### src/rtl/dma_hs_pkg.sv
package dma_hs_pkg;
  typedef enum logic [1:0] {
    ST_IDLE = 2'd0,
    ST_ACK  = 2'd1,
    ST_XFER = 2'd2
  } hs_state_e;
endpackage

### src/rtl/dma_hs_sync.sv
module dma_hs_sync #(
  parameter int WIDTH  = 4,
  parameter int STAGES = 2
) (
  input  logic             clk_i,
  input  logic             rst_ni,
  input  logic [WIDTH-1:0] d_i,
  output logic [WIDTH-1:0] q_o
);
  logic [WIDTH-1:0] stg_q [STAGES];

  always_ff @(posedge clk_i or negedge rst_ni) begin
    if (!rst_ni) begin
      for (int i = 0; i < STAGES; i++) stg_q[i] <= '0;
    end else begin
      stg_q[0] <= d_i;
      for (int i = 1; i < STAGES; i++) stg_q[i] <= stg_q[i-1];
    end
  end

  assign q_o = stg_q[STAGES-1];
endmodule

### src/rtl/dma_hs_detect.sv
module dma_hs_detect (
  input  logic clk_i,
  input  logic rst_ni,
  input  logic act_i,     // synchronised, polarity-normalised request
  input  logic en_i,
  input  logic edge_i,
  input  logic grant_i,   // this channel granted this cycle
  input  logic own_i,     // this channel currently holds the grant
  input  logic cs_end_i,  // end of access for this channel
  output logic pend_o
);
  logic act_q, edge_pend_q, mask_q;
  logic rise;

  assign rise = act_i & ~act_q;

  always_ff @(posedge clk_i or negedge rst_ni) begin
    if (!rst_ni) begin
      act_q       <= 1'b0;
      edge_pend_q <= 1'b0;
      mask_q      <= 1'b0;
    end else begin
      act_q <= act_i;
      // sticky edge flag; a new edge beats the clear on grant
      if (!en_i || !edge_i)  edge_pend_q <= 1'b0;
      else if (rise)         edge_pend_q <= 1'b1;
      else if (grant_i)      edge_pend_q <= 1'b0;
      // level re-arm mask: set on grant, cleared at end of access or release
      if (!en_i || edge_i)                        mask_q <= 1'b0;
      else if (grant_i)                           mask_q <= 1'b1;
      else if (cs_end_i || (!act_i && !own_i))    mask_q <= 1'b0;
    end
  end

  assign pend_o = en_i & (edge_i ? edge_pend_q : (act_i & ~mask_q));
endmodule

### src/rtl/dma_hs_arb.sv
module dma_hs_arb #(
  parameter int N = 4,
  localparam int IW = $clog2(N)
) (
  input  logic [N-1:0]  req_i,
  output logic          any_o,
  output logic [IW-1:0] idx_o
);
  always_comb begin
    idx_o = '0;
    for (int i = N - 1; i >= 0; i--) begin
      if (req_i[i]) idx_o = IW'(i);
    end
  end

  assign any_o = |req_i;
endmodule

### src/rtl/dma_hs_ctrl.sv
module dma_hs_ctrl
  import dma_hs_pkg::*;
#(
  parameter int N       = 4,
  parameter int ACK_LEN = 3,
  localparam int IW     = $clog2(N),
  localparam int CW     = $clog2(ACK_LEN + 1)
) (
  input  logic          clk_i,
  input  logic          rst_ni,
  input  logic          any_i,
  input  logic [IW-1:0] idx_i,
  input  logic [N-1:0]  act_i,
  input  logic [N-1:0]  edge_i,
  input  logic          done_i,
  output logic          grant_o,
  output logic          busy_o,
  output logic          xfer_o,
  output logic          start_o,
  output logic [IW-1:0] gch_o
);
  hs_state_e     state_q;
  logic [CW-1:0] cnt_q;
  logic          start_q;
  logic [IW-1:0] gch_q;
  logic          qual_ok;

  assign grant_o = (state_q == ST_IDLE) && any_i;
  assign qual_ok = edge_i[gch_q] | act_i[gch_q];

  always_ff @(posedge clk_i or negedge rst_ni) begin
    if (!rst_ni) begin
      state_q <= ST_IDLE;
      cnt_q   <= '0;
      start_q <= 1'b0;
      gch_q   <= '0;
    end else begin
      start_q <= 1'b0;
      unique case (state_q)
        ST_IDLE: if (any_i) begin
          state_q <= ST_ACK;
          gch_q   <= idx_i;
          cnt_q   <= '0;
        end
        ST_ACK: begin
          if (cnt_q == CW'(ACK_LEN - 1)) begin
            // request seen through the synchroniser one cycle after ack rose
            if (qual_ok) begin
              state_q <= ST_XFER;
              start_q <= 1'b1;
            end else begin
              state_q <= ST_IDLE;
            end
          end else begin
            cnt_q <= cnt_q + 1'b1;
          end
        end
        ST_XFER: if (done_i) state_q <= ST_IDLE;
        default: state_q <= ST_IDLE;
      endcase
    end
  end

  assign busy_o  = (state_q != ST_IDLE);
  assign xfer_o  = (state_q == ST_XFER);
  assign start_o = start_q;
  assign gch_o   = gch_q;
endmodule

### src/rtl/dma_hs_frontend.sv
module dma_hs_frontend #(
  parameter int NUM_CH      = 4,
  parameter int SYNC_STAGES = 2,
  localparam int CH_W       = $clog2(NUM_CH),
  localparam int ACK_LEN    = SYNC_STAGES + 1
) (
  input  logic              clk_i,
  input  logic              rst_ni,
  input  logic [NUM_CH-1:0] cfg_en_i,
  input  logic [NUM_CH-1:0] cfg_req_pol_i,
  input  logic [NUM_CH-1:0] cfg_edge_i,
  input  logic [NUM_CH-1:0] cfg_ack_pol_i,
  input  logic [NUM_CH-1:0] req_pin_i,
  output logic [NUM_CH-1:0] ack_pin_o,
  output logic              xfer_start_o,
  output logic [CH_W-1:0]   xfer_ch_o,
  input  logic              xfer_done_i,
  input  logic              cs_end_i
);
  logic [NUM_CH-1:0] req_norm, req_act, pend;
  logic              any_pend, grant, busy, xfer_busy;
  logic [CH_W-1:0]   sel_idx, gch;

  // normalise before syncing so reset state of the flops is always inactive
  assign req_norm = req_pin_i ^ cfg_req_pol_i;

  dma_hs_sync #(.WIDTH(NUM_CH), .STAGES(SYNC_STAGES)) u_sync (
    .clk_i (clk_i),
    .rst_ni(rst_ni),
    .d_i   (req_norm),
    .q_o   (req_act)
  );

  for (genvar c = 0; c < NUM_CH; c++) begin : g_ch
    logic is_gch;
    assign is_gch = (gch == CH_W'(c));

    dma_hs_detect u_det (
      .clk_i   (clk_i),
      .rst_ni  (rst_ni),
      .act_i   (req_act[c]),
      .en_i    (cfg_en_i[c]),
      .edge_i  (cfg_edge_i[c]),
      .grant_i (grant && (sel_idx == CH_W'(c))),
      .own_i   (busy && is_gch),
      .cs_end_i(cs_end_i && is_gch),
      .pend_o  (pend[c])
    );

    assign ack_pin_o[c] = (busy && is_gch && cfg_en_i[c]) ^ cfg_ack_pol_i[c];
  end

  dma_hs_arb #(.N(NUM_CH)) u_arb (
    .req_i(pend),
    .any_o(any_pend),
    .idx_o(sel_idx)
  );

  dma_hs_ctrl #(.N(NUM_CH), .ACK_LEN(ACK_LEN)) u_ctrl (
    .clk_i  (clk_i),
    .rst_ni (rst_ni),
    .any_i  (any_pend),
    .idx_i  (sel_idx),
    .act_i  (req_act & cfg_en_i),
    .edge_i (cfg_edge_i),
    .done_i (xfer_done_i),
    .grant_o(grant),
    .busy_o (busy),
    .xfer_o (xfer_busy),
    .start_o(xfer_start_o),
    .gch_o  (gch)
  );

  assign xfer_ch_o = gch;
endmodule

### config.mk
export PLATFORM = sky130hd
export DESIGN_NAME = dma_hs_frontend
export DESIGN_NICKNAME = d
export VERILOG_FILES = /design/src/rtl/dma_hs_pkg.sv /design/src/rtl/dma_hs_sync.sv /design/src/rtl/dma_hs_detect.sv /design/src/rtl/dma_hs_arb.sv /design/src/rtl/dma_hs_ctrl.sv /design/src/rtl/dma_hs_frontend.sv
export SDC_FILE = /design/constraint.sdc
export NUM_CORES = 1
export LEC_CHECK = 0
export ABC_AREA = 1
export CAP_MARGIN = 20
export CORE_ASPECT_RATIO = 0.5
export CORE_MARGIN = 1
export CORE_UTILIZATION = 44
export CTS_CLUSTER_SIZE = 16
export DETAILED_ROUTE_END_ITERATION = 12
export PLACE_DENSITY = 0.76
export SYNTH_ARGS = -nofsm -noshare
export SYNTH_HDL_FRONTEND = slang
export SYNTH_SLANG_ARGS = --single-unit
### constraint.sdc
create_clock -name clk_i -period 2 [get_ports clk_i]
set_input_delay 0.3 -clock clk_i [delete_from_list [all_inputs] [get_ports clk_i]]
set_output_delay 0.3 -clock clk_i [all_outputs]
set_load 0.005 [all_outputs]
Word level (Yosys, flattened, before mapping)
Index checks and enable logic that the tools add are counted. W data, S select, Z words.

Add/subtract/negate cells: 1. Magnitude comparators: 1. Equal/unequal tests: 13. Multiplexer cells: 47. Bitwise logic cells: 27. Reductions and logical operators: 66.

Operator list (number): $mux W1 (33); $reduce_bool A3 Y1 (8); $logic_and A1 B1 Y1 (21); $mux W2 (10); $logic_not A1 Y1 (16); $and A1 B1 Y1 (12); $eq A2 B2 Y1 const B (6); $logic_or A1 B1 Y1 (12); $not A1 Y1 (8); $eq A2 B1 Y1 const B (3); $logic_not A2 Y1 (3); $pmux W2 S3 (1); $reduce_and A3 Y1 (2); $and A4 B4 Y4 (1); $bmux W1 S2 (2); $ne A2 B1 Y1 const B (2); $ne A2 B2 Y1 const B (2); $pmux W2 S2 (1); $reduce_bool A2 Y1 (2); $reduce_or A4 Y1 (1); $xor A1 B1 Y1 (4); $xor A4 B4 Y4 (1); $lt A2 B3 Y1 const B (1); $add A2 B1 Y2 const B (1); 2 further kinds (2).

Register bits after elaboration: 27. Input bits: 24. Output and inout port bits: 7. Logic and storage cells: 173.

Longest topological paths before layout
Gate-level depths: netlist of run 1.

Depth after elaboration: 13. Mapped depth: 11. Gate-level depth less buffers: 11.

Cells and area by module
From an unflattened synthesis of run 1, not the netlist that was laid out.

Cell total of the unflattened synthesis: 206. Area, all modules: 1595.3 um^2.

By module, submodules not included: dma_hs_detect (times used 4, cells each 19, area each 157.7 um^2, sequential area each 75.1 um^2); dma_hs_ctrl (times used 1, cells each 52, area each 384.1 um^2, sequential area each 175.2 um^2); dma_hs_frontend (times used 1, cells each 57, area each 304.0 um^2, sequential area each 0.0 um^2); dma_hs_sync (times used 1, cells each 12, area each 230.2 um^2, sequential area each 200.2 um^2); dma_hs_arb (times used 1, cells each 9, area each 46.3 um^2, sequential area each 0.0 um^2).

Worst setup path before layout of run 1
Ideal clock, no wire load.

Path type: reg-to-output. Start point: register u_ctrl.state_q[0]. End point: output ack_pin_o[3]. Arrival: 939 ps. Data required time: 1700 ps. Slack: 761 ps. Stages on the path, launching flop included: 7. Buffers on the path: 0. Cell sequence: dfrtp_1 inv_1 nand2_2 inv_1 nor2_1 nand2_1 xnor2_1.

Cells in the longest elaborated chain, start to end: 4.

Ends and longest elaborated chain: from (decl) (RTL line dma_hs_ctrl.sv:22) `hs_state_e state_q;`; from (signal assigned) (RTL line dma_hs_ctrl.sv:33) `state_q <= ST_IDLE;`; from (signal assigned) (RTL line dma_hs_ctrl.sv:41) `state_q <= ST_ACK;`; from (signal assigned) (RTL line dma_hs_ctrl.sv:49) `state_q <= ST_XFER;`; $reduce_bool A2 Y1 (RTL line dma_hs_ctrl.sv:64) `assign busy_o = (state_q != ST_IDLE);`; $logic_and A1 B1 Y1 (2 in series) (RTL line dma_hs_frontend.sv:50) `assign ack_pin_o[c] = (busy && is_gch && cfg_en_i[c]) ^ cfg_ack_pol_i[c];`; $xor A1 B1 Y1 (RTL line dma_hs_frontend.sv:50); to (decl) (RTL line dma_hs_frontend.sv:14) `output logic [NUM_CH-1:0] ack_pin_o,`.

Every way passes these cells.

Worst setup path after layout of run 1
Start point: register u_ctrl.gch_q[0], in the netlist u_ctrl.gch_o[0]. End point: output ack_pin_o[0].

Cells in the longest elaborated chain, start to end: 4.

Ends and longest elaborated chain: from (decl) (RTL line dma_hs_ctrl.sv:25) `logic [IW-1:0] gch_q;`; from (signal assigned) (RTL line dma_hs_ctrl.sv:42) `gch_q <= idx_i;`; $logic_not A2 Y1 (RTL line dma_hs_frontend.sv:36) `assign is_gch = (gch == CH_W'(c));`; $logic_and A1 B1 Y1 (2 in series) (RTL line dma_hs_frontend.sv:50); $xor A1 B1 Y1 (RTL line dma_hs_frontend.sv:50).

Every way passes these cells.

==> summary.txt, run 1 <==
Clock network
  – H-tree depth: 1
  – Clock sinks: 27
  – Hold buffers post-CTS: 0
  – Clock Tree Root: clkbuf_8
  – TritonCTS clock tree: yes
  – Clk_lat worst skew: 270 ps
  – Clock buffer depth: 2
  – Clk slew on worst S/H paths: 90 ps
  – Number of CTS-inserted buffers: 3

Power and ir drop
  – Combinational share of power: 42.6%
  – Switching pwr: 618 uW
  – Tot Pwr: 1.76 mW
  – Leak Pwr: 0.903 nW
  – Sw Ratio: 35.2%
  – Flop pwr share: 39.7%
  – P per Cell Area: 956 nW/um2
  – Peak VDD IR: 0.513 mV
  – Part of the power in the clock network: 17.7%
  – Internal power: 1.14 mW

Global routing
  – First-pass GRT wire length: 4410 um
  – Vias in the first global route: 1,012
  – Largest net degree at the start of global routing: 28
  – Initial antenna violation count: 0
  – Total global-route track usage: 19.1%
  – Total gr overflow: 0

Detailed routing
  – DRT antenna net count: 0
  – WL final: 2770 um
  – Vias per Instance: 4.86
  – Via count: 1,166
  – Wire per inst: 11.5 um
  – # DRC: 0
  – Drt pass-1 iters: 4
  – Initial detailed-routing violation count: 53

Timing
  – Slew Limit Fails: 0
  – Relative slew margins: 77.3%
  – Final hold vios: 0
  – # setup viols final: 0
  – Worst-margin pin slew: 340 ps
  – Hold_ws: 352 ps
  – Final period utilization: 97.6%
  – Worst Skew: 2.49 ps
  – Final critical-path required period: 1950 ps
  – F_max: 512 MHz

Worst setup path
  – CP Launch Type: flop
  – CP max FO: 4
  – CP required: 1700 ps
  – R2R Setup Slk: 600 ps
  – R2r worst-path depth: 7
  – Critical Path AT: 1650 ps
  – Crit Reg-Reg Endpoint: u_ctrl.state_q[1]$_DFFE_PN0P_
  – Reg2reg start: u_ctrl.gch_o[0]$_DFFE_PN0P_
  – Setup crit end kind: output pin
  – CP Class: reg2out

Final layout
  – Non-Filler Instances: 240
  – ANT cells: 0
  – Sequential cell area: 678 um2
  – Share of cells above drive strength 1: 22.2%
  – Layout Nets: 229
  – Final instance area: 1840 um2
  – Post-layout util: 67.2%
  – Commonest cells after routing, fill and taps aside: 27 x nand2_1, 26 x clkdlybuf4s50_1, 25 x dfrtp_1
  – Commonest non-fill, non-tap cell in the layout: nand2_1
  – Multi-input gate area in the final layout: 587 um2
  – Synthesis-to-layout area growth: 37.5%
  – FILL cells: 216

Yosys
  – Synth warnings: 0
  – Top-area cell type share of the netlist area: 50.6%
  – Synth unique cells: 23
  – Mapped cell area: 1340 um2
  – Top cells by area, synth: dfrtp_1 51%, nand2_1 7.6%, nor2_1 5.3%
  – Syn_nets: 182
  – Synthesis-stage register bit count: 27
  – Mapped Avg Cell Area: 8.51 um2
  – Sequential area share after synthesis: 50.6%
  – Area leader, netlist: dfrtp_1
  – Cell count after synthesis: 157

Floorplan
  – IO Count: 31
  – Die H: 41.0 um
  – Core Area: 2730 um2
  – Initial core utilization: 48.9%
  – Die ar.: 3270 um2
  – Chip width: 79.9 um
  – Rows: 13

Placed design
  – IO buf count: 30
  – GP Congestion: 0.844
  – DP Area: 1730 um2
  – Placed cell count: 230
  – Dpl hpwl: 2110 um

Min path
  – Worst Hold Depth: 0
  – Worst Min Path Start: u_sync.stg_q[5]$_DFF_PN0_
  – Hold/Removal Path Class: reg2reg
  – Worst Hold End: u_sync.q_o[1]$_DFF_PN0_

Run
  – Max-Cap Viols: 0

Status
  – Status: completed
==> state kept, by name, summed over array words and instances (netlist names) <==
name and cells:
u_sync.stg_q 4, u_ctrl.state_q 2, g_ch.u_det.mask_q 4, u_ctrl.start_o 1, u_sync.q_o 4, u_ctrl.cnt_q 2, g_ch.u_det.act_q 4, g_ch.u_det.edge_pend_q 4
u_ctrl.gch_o 2
==> power groups by stage <==
| stage | registers, mW | clock network (mW) | logic [mW] |
|---|---|---|---|
| after floorplan | 0.697 | 0 | 0.357 |
| after global placement | 0.709 | 0 | 0.622 |
| after detailed placement | 0.714 | 0 | 0.640 |
| after CTS | 0.711 | 0.317 | 0.644 |
| after global routing | 0.709 | 0.338 | 0.829 |
| final | 0.698 | 0.310 | 0.747 |
==> repair_timing <==
action / in CTS / in global routing
resized for setup: 7 / 3
buffers inserted: 0 / 6
pin swaps: 0 / 0
setup endpoints to repair: 4 / 2
==> worst max-delay path by stage <==
stage	startpoint	end	slack [ps]	cells past startpoint
3_3_place_gp	cfg_en_i[2]	ack_pin_o[2]	130	4
2_1_floorplan	u_ctrl.state_q[0]$_DFFE_PN0P_	ack_pin_o[3]	760	6
3_5_place_dp	cfg_en_i[0]	ack_pin_o[0]	90	4
4_1_cts	u_ctrl.gch_o[0]$_DFFE_PN0P_	ack_pin_o[2]	-8	4
5_1_grt	u_ctrl.gch_o[0]$_DFFE_PN0P_	ack_pin_o[0]	-5	6
6_report	u_ctrl.gch_o[0]$_DFFE_PN0P_	ack_pin_o[0]	50	6
==> critical path, stage by stage (launching register included) <==
cell and delay (ps):
dfrtp_2 440, buf_4 150, buf_4 130, nor2_2 150
nand3_1 110, xnor2_1 150, dlygate4sd2_1 250
==> routing by layer <==
metal | wire, um | track usage [%] | up-vias
met5 | 0 | 0 | -
met4 | 37 | 8.04 | 0
met3 | 108 | 4.00 | 5
met2 | 1290 | 31.4 | 23
met1 | 1340 | 25.4 | 553
li1 | - | - | 585
==> Yosys cell counts, drive strengths merged <==
master / instances
o32ai: 1
nor2: 24
o21ai: 11
nor3: 2
a211o: 1
xnor2: 4
nand2: 38
xor2: 4
o21bai: 1
dfrtp: 27
nand3b: 3
a21oi: 5
nand3: 10
nand4: 2
inv: 23
ha: 1
==> layout make-up <==
| cell class | instances | area share (%) |
|---|---|---|
| clock buffers | 3 | 2.25 |
| clock inverters | 1 | 0.272 |
| inverters | 23 | 4.70 |
| multi-input cells | 107 | 31.9 |
| flip-flops and latches | 27 | 36.9 |
| well taps | 37 | 2.52 |
| repair buffers | 42 | 21.4 |
==> per-stage QoR <==
| stage | TNS [ps] | setup WS (ps) |
|---|---|---|
| floorplan | 0 | 761 |
| global placement | 0 | 129 |
| detailed placement | 0 | 92.1 |
| CTS | -8.03 | -8.03 |
| global route | -5.18 | -5.18 |
| finish | 0 | 48.2 |
==> cell families after synthesis <==
kind of cell             Yosys count  synth area share, %
AO/OA/AOI/OAI                     19                 8.15
XOR/XNOR                           8                 5.24
adder cells (fa/ha/maj)            1                0.936
AND/OR/NAND/NOR                   79                 28.7
buffers and inverters             23                 6.46
flip-flops                        27                 50.6
(Power assumes the default switching activity.)
==> run 2: changes to the inputs <==
GPL_ROUTABILITY_DRIVEN = 1   (was default)
==> results of run 2 <==
Same layout as run 1: the final DEF is identical, and so are final timing and power.
